**src/rtl/cbuf_pkg.sv**
```systemverilog
package cbuf_pkg;

   typedef enum logic {
      SEL_CIRC = 1'b0,
      SEL_BREV = 1'b1
   } addr_sel_e;

   typedef enum logic {
      WIN_ALIGNED  = 1'b0,
      WIN_EXPLICIT = 1'b1
   } win_mode_e;

endpackage

```
**src/rtl/cbuf_field_decode.sv**
```systemverilog
module cbuf_field_decode #(
   parameter int AW    = 32,
   parameter int K_W   = 4,
   parameter int K_LSB = 24,
   parameter int LEN_W = 17
) (
   input  logic [AW-1:0]  modifier_i,
   output logic [K_W-1:0] k_o,
   output logic [AW-1:0]  len_o
);
   localparam int EXT_W = AW - LEN_W;

   logic [LEN_W-1:0] len_raw;

   assign k_o     = modifier_i[K_LSB +: K_W];
   assign len_raw = modifier_i[LEN_W-1:0];

   generate
      if (EXT_W > 0) begin : g_ext
         assign len_o = {{EXT_W{len_raw[LEN_W-1]}}, len_raw};
      end else begin : g_noext
         assign len_o = len_raw;
      end
   endgenerate

   logic unused_mod_bits;
   assign unused_mod_bits = ^modifier_i;

endmodule

```
**src/rtl/cbuf_window.sv**
```systemverilog
module cbuf_window
   import cbuf_pkg::*;
#(
   parameter int AW      = 32,
   parameter int K_W     = 4,
   parameter int MIN_LEN = 4
) (
   input  logic [AW-1:0]  ptr_i,
   input  logic [AW-1:0]  base_i,
   input  logic [K_W-1:0] k_i,
   input  logic [AW-1:0]  len_i,
   output win_mode_e      mode_o,
   output logic [AW-1:0]  start_o,
   output logic [AW-1:0]  end_o
);
   localparam int ALIGN_BIAS = 2;

   logic [AW-1:0] align_mask;
   logic [AW-1:0] aligned_start;
   int            mask_bits;

   always_comb begin
      mask_bits = int'($signed(k_i)) + ALIGN_BIAS;
      for (int i = 0; i < AW; i++) begin
         align_mask[i] = (i < mask_bits);
      end
   end

   assign aligned_start = ptr_i & ~align_mask;

   always_comb begin
      if ((k_i == '0) && ($signed(len_i) >= MIN_LEN)) begin
         mode_o  = WIN_EXPLICIT;
         start_o = base_i;
         end_o   = base_i + len_i;
      end else begin
         mode_o  = WIN_ALIGNED;
         start_o = aligned_start;
         end_o   = aligned_start | len_i;
      end
   end

endmodule

```
**src/rtl/cbuf_wrap.sv**
```systemverilog
module cbuf_wrap #(
   parameter int AW = 32
) (
   input  logic [AW-1:0] ptr_i,
   input  logic [AW-1:0] offset_i,
   input  logic [AW-1:0] len_i,
   input  logic [AW-1:0] start_i,
   input  logic [AW-1:0] end_i,
   output logic [AW-1:0] sum_o,
   output logic [AW-1:0] addr_o
);
   logic above_end;
   logic below_start;

   assign sum_o       = ptr_i + offset_i;
   assign above_end   = (sum_o >= end_i);
   assign below_start = (sum_o < start_i);

   always_comb begin
      if (above_end) begin
         addr_o = sum_o - len_i;
      end else if (below_start) begin
         addr_o = sum_o + len_i;
      end else begin
         addr_o = sum_o;
      end
   end

endmodule

```
**src/rtl/cbuf_bitrev.sv**
```systemverilog
module cbuf_bitrev #(
   parameter int AW     = 32,
   parameter int BREV_W = 16
) (
   input  logic [AW-1:0] addr_i,
   output logic [AW-1:0] addr_o
);
   genvar g;
   generate
      for (g = 0; g < BREV_W; g++) begin : g_swap
         assign addr_o[g] = addr_i[BREV_W-1-g];
      end
      if (AW > BREV_W) begin : g_keep_upper
         assign addr_o[AW-1:BREV_W] = addr_i[AW-1:BREV_W];
      end
   endgenerate

endmodule

```
**src/rtl/cbuf_out_stage.sv**
```systemverilog
module cbuf_out_stage #(
   parameter int AW      = 32,
   parameter bit REG_OUT = 1'b1
) (
   input  logic          clk,
   input  logic          rst_n,
   input  logic [AW-1:0] d_i,
   output logic [AW-1:0] q_o
);
   generate
      if (REG_OUT) begin : g_reg
         always_ff @(posedge clk) begin
            if (!rst_n) begin
               q_o <= '0;
            end else begin
               q_o <= d_i;
            end
         end
      end else begin : g_comb
         assign q_o = d_i;
         logic unused_clk_rst;
         assign unused_clk_rst = clk ^ rst_n;
      end
   endgenerate

endmodule

```
**src/rtl/cbuf_addr_unit.sv**
```systemverilog
module cbuf_addr_unit
   import cbuf_pkg::*;
#(
   parameter int AW      = 32,
   parameter int K_W     = 4,
   parameter int K_LSB   = 24,
   parameter int LEN_W   = 17,
   parameter int BREV_W  = 16,
   parameter int MIN_LEN = 4,
   parameter bit REG_OUT = 1'b1
) (
   input  logic          clk,
   input  logic          rst_n,
   input  logic [31:0]   ptr_i,
   input  logic [31:0]   offset_i,
   input  logic [31:0]   modifier_i,
   input  logic [31:0]   base_i,
   input  logic          brev_sel_i,
   output logic [31:0]   addr_o
);
   localparam int K_TOP = K_LSB + K_W;

   generate
      if (AW != 32) begin : g_bad_aw
         $error("cbuf_addr_unit: AW must match the 32-bit port width");
      end
      if (LEN_W > AW) begin : g_bad_len
         $error("cbuf_addr_unit: LEN_W exceeds AW");
      end
      if (K_TOP > AW || K_LSB < LEN_W) begin : g_bad_k
         $error("cbuf_addr_unit: K field must sit above the length field inside AW");
      end
      if (BREV_W < 1 || BREV_W > AW) begin : g_bad_brev
         $error("cbuf_addr_unit: BREV_W out of range");
      end
   endgenerate

   logic [K_W-1:0] k_w;
   logic [AW-1:0]  len_w;
   logic [AW-1:0]  start_w;
   logic [AW-1:0]  end_w;
   logic [AW-1:0]  sum_w;
   logic [AW-1:0]  wrap_w;
   logic [AW-1:0]  brev_w;
   logic [AW-1:0]  next_w;
   win_mode_e      mode_w;
   logic           explicit_w;

   cbuf_field_decode #(
      .AW(AW), .K_W(K_W), .K_LSB(K_LSB), .LEN_W(LEN_W)
   ) u_decode (
      .modifier_i (modifier_i),
      .k_o        (k_w),
      .len_o      (len_w)
   );

   cbuf_window #(
      .AW(AW), .K_W(K_W), .MIN_LEN(MIN_LEN)
   ) u_window (
      .ptr_i   (ptr_i),
      .base_i  (base_i),
      .k_i     (k_w),
      .len_i   (len_w),
      .mode_o  (mode_w),
      .start_o (start_w),
      .end_o   (end_w)
   );

   assign explicit_w = (mode_w == WIN_EXPLICIT);

   cbuf_wrap #(
      .AW(AW)
   ) u_wrap (
      .ptr_i    (ptr_i),
      .offset_i (offset_i),
      .len_i    (len_w),
      .start_i  (start_w),
      .end_i    (end_w),
      .sum_o    (sum_w),
      .addr_o   (wrap_w)
   );

   cbuf_bitrev #(
      .AW(AW), .BREV_W(BREV_W)
   ) u_bitrev (
      .addr_i (ptr_i),
      .addr_o (brev_w)
   );

   assign next_w = (addr_sel_e'(brev_sel_i) == SEL_BREV) ? brev_w : wrap_w;

   cbuf_out_stage #(
      .AW(AW), .REG_OUT(REG_OUT)
   ) u_out (
      .clk   (clk),
      .rst_n (rst_n),
      .d_i   (next_w),
      .q_o   (addr_o)
   );

endmodule

```
**config.mk**
```make
export PLATFORM = sky130hd
export DESIGN_NAME = cbuf_addr_unit
export DESIGN_NICKNAME = d
export VERILOG_FILES = /design/src/rtl/cbuf_pkg.sv /design/src/rtl/cbuf_field_decode.sv /design/src/rtl/cbuf_window.sv /design/src/rtl/cbuf_wrap.sv /design/src/rtl/cbuf_bitrev.sv /design/src/rtl/cbuf_out_stage.sv /design/src/rtl/cbuf_addr_unit.sv
export SDC_FILE = /design/constraint.sdc
export NUM_CORES = 1
export LEC_CHECK = 0
export ABC_AREA = 1
export CORE_MARGIN = 3
export CORE_UTILIZATION = 40
export DETAILED_ROUTE_END_ITERATION = 8
export DONT_BUFFER_PORTS = 1
export GPL_TIMING_DRIVEN = 0
export SYNTH_ARGS = -nofsm -noshare
export SYNTH_HDL_FRONTEND = slang
export SYNTH_SLANG_ARGS = --single-unit
```
**constraint.sdc**
```tcl
create_clock -name clk -period 4.1 [get_ports clk]
set_input_delay 0 -clock clk [delete_from_list [all_inputs] [get_ports clk]]
set_output_delay 0 -clock clk [all_outputs]
set_load 0.02 [all_outputs]
```
== Word-level counts from Yosys, hierarchy flattened ==
Cells that the tools add are included.
Widths: inputs -> output; s select.
Storage, ports and cells
  flip-flop bits (word level): 32
  output and inout port bits: 32
  logic and storage cells: 51
  input bits: 131
Cells by class
  multiplexer cells: 5
  bitwise logic cells: 3
  add/subtract/negate cells: 5
  reductions and logical operators: 2
  magnitude comparators: 35
Operators by type and width (count)
  $lt 6x32->1 const A: 16
  $lt 5x32->1 const A: 8
  $mux 32: 5
  $lt 4x32->1 const A: 4
  $add 32x32->32: 3
  $lt 3x32->1 const A: 2
  $and 32x32->32: 1
  $ge 32x32->1: 1
  $lt 1x32->1 const A: 1
  $lt 2x32->1 const A: 1
  $lt 32x32->1: 1
  $not 32->32: 1
  $or 32x32->32: 1
  $sub 32x32->32: 1
  $ge 17x4->1 const B: 1
  $add 4x3->5 const B: 1
  $logic_not 4->1: 1
  $logic_and 1x1->1: 1

== Logic depth before layout (Yosys ltp) ==
  word-level depth: 9
  depth in mapped cells: 34
  depth with buffers taken out: 34

== Hierarchy ==
From an unflattened synthesis, not the netlist that was laid out.
Second synthesis, totals
  cells, all modules: 2549
  area, all modules: 13939.6 µm²
By module, submodules not included
  cbuf_wrap: cells an instance 1483, area an instance 8390.5 µm², times used 1, sequential area each 0.0 µm²
  cbuf_window: cells an instance 795, area an instance 3632.2 µm², times used 1, sequential area each 0.0 µm²
  cbuf_out_stage: cells an instance 99, area an instance 914.6 µm², times used 1, sequential area each 640.6 µm²
  cbuf_addr_unit: cells an instance 104, area an instance 491.7 µm², times used 1, sequential area each 0.0 µm²
  cbuf_field_decode: cells an instance 36, area an instance 270.3 µm², times used 1, sequential area each 0.0 µm²
  cbuf_bitrev: cells an instance 32, area an instance 240.2 µm², times used 1, sequential area each 0.0 µm²

== Worst setup path after synthesis ==
OpenSTA, ideal clock, no wires.
  kind: input -> register
  from: input port ptr_i[0]
  to: register u_out.q_o[10]
  data arrival time: 3.691 ns
  stages: 26
  buffers on the path: 2
  slack: 0.343 ns
  setup time: 0.066 ns
  required time: 4.034 ns
  path through: ha_1 -> fa_1 -> nand2_1 -> nand2_1 -> a21oi_1 -> o21ai_0 -> nand2_1 -> nand2_1 -> a21o_1 -> a21oi_1 -> o21ai_0 -> xor2_1 -> inv_1 -> ha_1 -> nand4_1 -> nor3_1 -> nand4_1 -> nor2_1 -> nand2_2 -> nand3_4 -> buf_6 -> buf_6 -> nand2_1 -> o21ai_2 -> nand2_1 -> a21oi_2
Between the ends
  cells in the longest elaborated chain, start to end: 6
  elaborated cells on any way between the ends: 12
  those cells by class: add/sub (3); order compare (2); mux (5); bitwise (2)
RTL lines
  from (decl): RTL line cbuf_addr_unit.sv:14  | input logic [31:0] ptr_i,
  branches (longest 4 deep; another with $add 32x32->32)
  $mux 32 *: RTL line cbuf_wrap.sv:20  | if (above_end) begin
  $mux 32 *: RTL line cbuf_addr_unit.sv:90  | assign next_w = (addr_sel_e'(brev_sel_i) == SEL_BREV) ? brev_w : wrap_w;
  to (signal assigned): RTL line cbuf_out_stage.sv:16  | q_o <= d_i;
  to (decl): RTL line cbuf_out_stage.sv:8  | output logic [AW-1:0] q_o
Every way passes the cells marked *.
A chain may end at the register's enable or synchronous reset.

== Worst setup path in the final report ==
  from: input port ptr_i[10]
  to: register u_out.q_o[30]
The elaborated chain is that of the path after synthesis.

==> run summary <==
Ordered cell list for the critical path: ha_1 -> a21oi_1 -> nand2_1 -> a211oi_1 -> nand2_1 -> a21oi_1 -> xnor2_1 -> ha_1 -> clkbuf_1 -> nand2_1 -> nor4_1 -> nand3_1 -> nand3_1 -> a21oi_1 -> o21ai_1 -> xor2_1 -> nand2_1 -> nand3_1 -> nand2_1 -> inv_1
Inserted Clock Buffers: 5
Worst hold margin: -0.0109 ns
Start-to-end type of the worst setup path: primary input to flip-flop
Max Root-Sink Buffers: 2
Placer's final routability congestion estimate: 0.994
Mean instance size in the synthesized netlist: 5.99 um2
YS warnings: 0
Path class of the lowest-slack min-delay path: primary input to flip-flop
Number of standard cells after synthesis: 1791
CP most frequent cell: nand2_1
Area of the die: 28800 um2
GR Util All Layers: 27.8%
Slew at the pin closest to its max-slew limit: 0.880 ns
Worst ir drop on vdd: 0.000194 V
Element type at the critical path start: primary input
CTS clock-pin slew for the worst setup and hold paths: 0.06 ns
Number of pins exceeding their max-slew limit in the final report: 0
DP HPWL: 35900 um
Clock net sink count: 32
Synth-to-Final Area Change: 11.2%
Number of distinct library cells after synthesis: 50
Category of the worst setup path capture point: flip-flop
Max stage delay on crit path: 0.43 ns
Fill cell count: 2849
Cell area power density: 355 nW/um2
Final setup vio count: 0
Fraction of final layout cells sized beyond drive strength 1: 8.59%
Detailed-route via count: 12200
Regs by FF count: u_out.q_o: 32 flops
Number of nets produced by synthesis: 2114
1st-iter DRT viols: 865
Buffering stage count on the worst path with inverters included: 2
Register bank with the most flops: u_out.q_o
Crit path max fanout: 8
Antenna violations before repair: 3
Critical Path RT: 4.34 ns
Sink of the worst hold path: u_out.q_o[26]
Root Buffer: clkbuf_16
Average wire length per cell after detail routing: 19.4 um
TritonCTS clock tree: yes
Largest delay contributor family on the critical path: simple AND/OR/NAND/NOR gates
Part of the cycle the worst path needs: 95.1%
Number of routed nets with antenna violations: 0
Post-synthesis instance area: 10700 um2
Largest net degree at the start of global routing: 34
Global-route congestion overflow total: 0
Run status: finished with violations
Wire length of the first global-routing pass: 62900 um
Arrival time at the worst endpoint: 4.14 ns
Most common cell after layout, fill and taps aside: nand2_1
Ports placed on the boundary: 163
Cell count along the critical path: 20
Flip-flop count of the largest register, all copies and words added: 32
Count of maximum capacitance violations: 0
Fmax: 256 MHz
Leakage power figure: 5.96 nW
Routed wire length: 41900 um
Overall die height: 170 um
Level count of the clock H-tree: 2
Drt first pass iters: 6
Starting Density: 40.9%
Max-Slew Margin vs Limit: 41.3%
Hold Violations, Final: 1
Slowest stage cell, crit path: nor4_1
Flops & latches, synth: 32
Remaining DRCs: 0
Final period demand of the worst path: 3.90 ns
Row Count: 59
Commonest cells after routing, fill and taps aside: nand2_1, inv_1, a21oi_1, ha_1, o21ai_0
Layout net count: 2139
Via-to-Cell Ratio: 5.66
Overall die width: 170 um
Number of I/O port buffers: 0
Sequential-to-total area share from yosys stat: 5.97%
Min-Delay Path Depth: 2
Beginning of the worst hold path: ptr_i[26]
Area of the core region: 26200 um2
Final design utilization: 45.5%
Violations in the final reports: hold timing
Vias in the first global route: 11400
-- repair_timing --
action	CTS	global route
endpoints found under the hold margin	15	0
endpoints found under the setup margin	32	32
gates resized for setup	42	55
buffers inserted	3	9
hold buffers	15	0
pin swaps	8	16
-- cells by family after synthesis --
kind of cell	Yosys count	share of synthesized area (%)
AOI/OAI and AO/OA	520	27.2
adders and majority gates	192	22.7
DFF	32	5.97
and+or+nand+nor	685	26.9
xor gates and xnor gates	90	7.35
buffers and inverters	272	9.88
-- how the worst max path moves through the flow --
| stage | startpoint | end | slack, ns |
|---|---|---|---|
| finish | ptr_i[10] | u_out.q_o[30] | 0.20 |
| global route | ptr_i[0] | u_out.q_o[17] | -0.006 |
| CTS | ptr_i[0] | u_out.q_o[30] | 0.02 |
| detailed placement | ptr_i[0] | u_out.q_o[0] | -0.90 |
| global placement | ptr_i[0] | u_out.q_o[0] | -0.93 |
| floorplan | ptr_i[0] | u_out.q_o[10] | 0.34 |
-- area by class of cell --
class                           count  area [um2]  area share (%)
Multi-Input combinational cell   1487        9430            79.0
Inverter                          220         828            6.95
Sequential cell                    32         641            5.37
Tap cell                          335         419            3.51
Timing Repair Buffer               27         240            2.01
Buffer                             43         218            1.83
Clock buffer                        6         129            1.08
Clock inverter                      2        16.3           0.136
Antenna cell                        3        7.51          0.0629
-- stage by stage --
stage               worst slack (ns)  cells  area [um2]  power [W]  setup TNS, ns
floorplan                      0.343   1791       10700    0.00278              0
global placement              -0.933   2126       11100    0.00352         -22.76
detailed placement            -0.895   2126       11100    0.00354         -22.25
CTS                           0.0220   2149       11600    0.00403              0
global route                -0.00649   2153       11900    0.00461        -0.0122
finish                         0.201   2155       11900    0.00424              0
-- cell usage after synthesis, drive strengths merged --
master   instances  area share [%]
o22a             1           0.082
o22ai           15            0.87
fa               4            0.75
a211oi           8            0.56
buf             13            0.82
xnor2           15             1.2
o211ai          13            0.91
a21o            17             1.2
nor2           142             5.0
a21oi          233              11
nor4             7            0.41
a2111oi          1           0.082
o21bai           9            0.63
nand4           17            0.99
a31oi           13            0.76
nand3           74             3.7
nor3            26             1.3
and2             1           0.058
o21ai          187             9.1
a21boi           4            0.28
a41oi            1           0.082
nand3b           4            0.31
a31o             2            0.16
ha             188              22
or2             14            0.82
o221ai           4            0.33
clkbuf          39             1.4
inv            220             7.7
o21a             8            0.56
o221a            2            0.21
dfxtp           32             6.0
xor2            75             6.1
nand2          399              14
a221oi           1           0.082
a211o            1           0.082
and3             1           0.058
-- power by group --
group	internal, W	switching [W]
registers	0.000370	0.0000945
logic	0.00117	0.00220
clock network	0.000227	0.000174
-- layer usage --
layer | up-vias | track usage [%] | wire [um]
met1 | 5584 | 37.4 | 18500
met2 | 427 | 46.9 | 19100
met5 | - | 0 | 40
met4 | 4 | 7.82 | 1160
li1 | 6118 | - | -
met3 | 70 | 3.17 | 3020
Power figures use the tool's default switching activity.
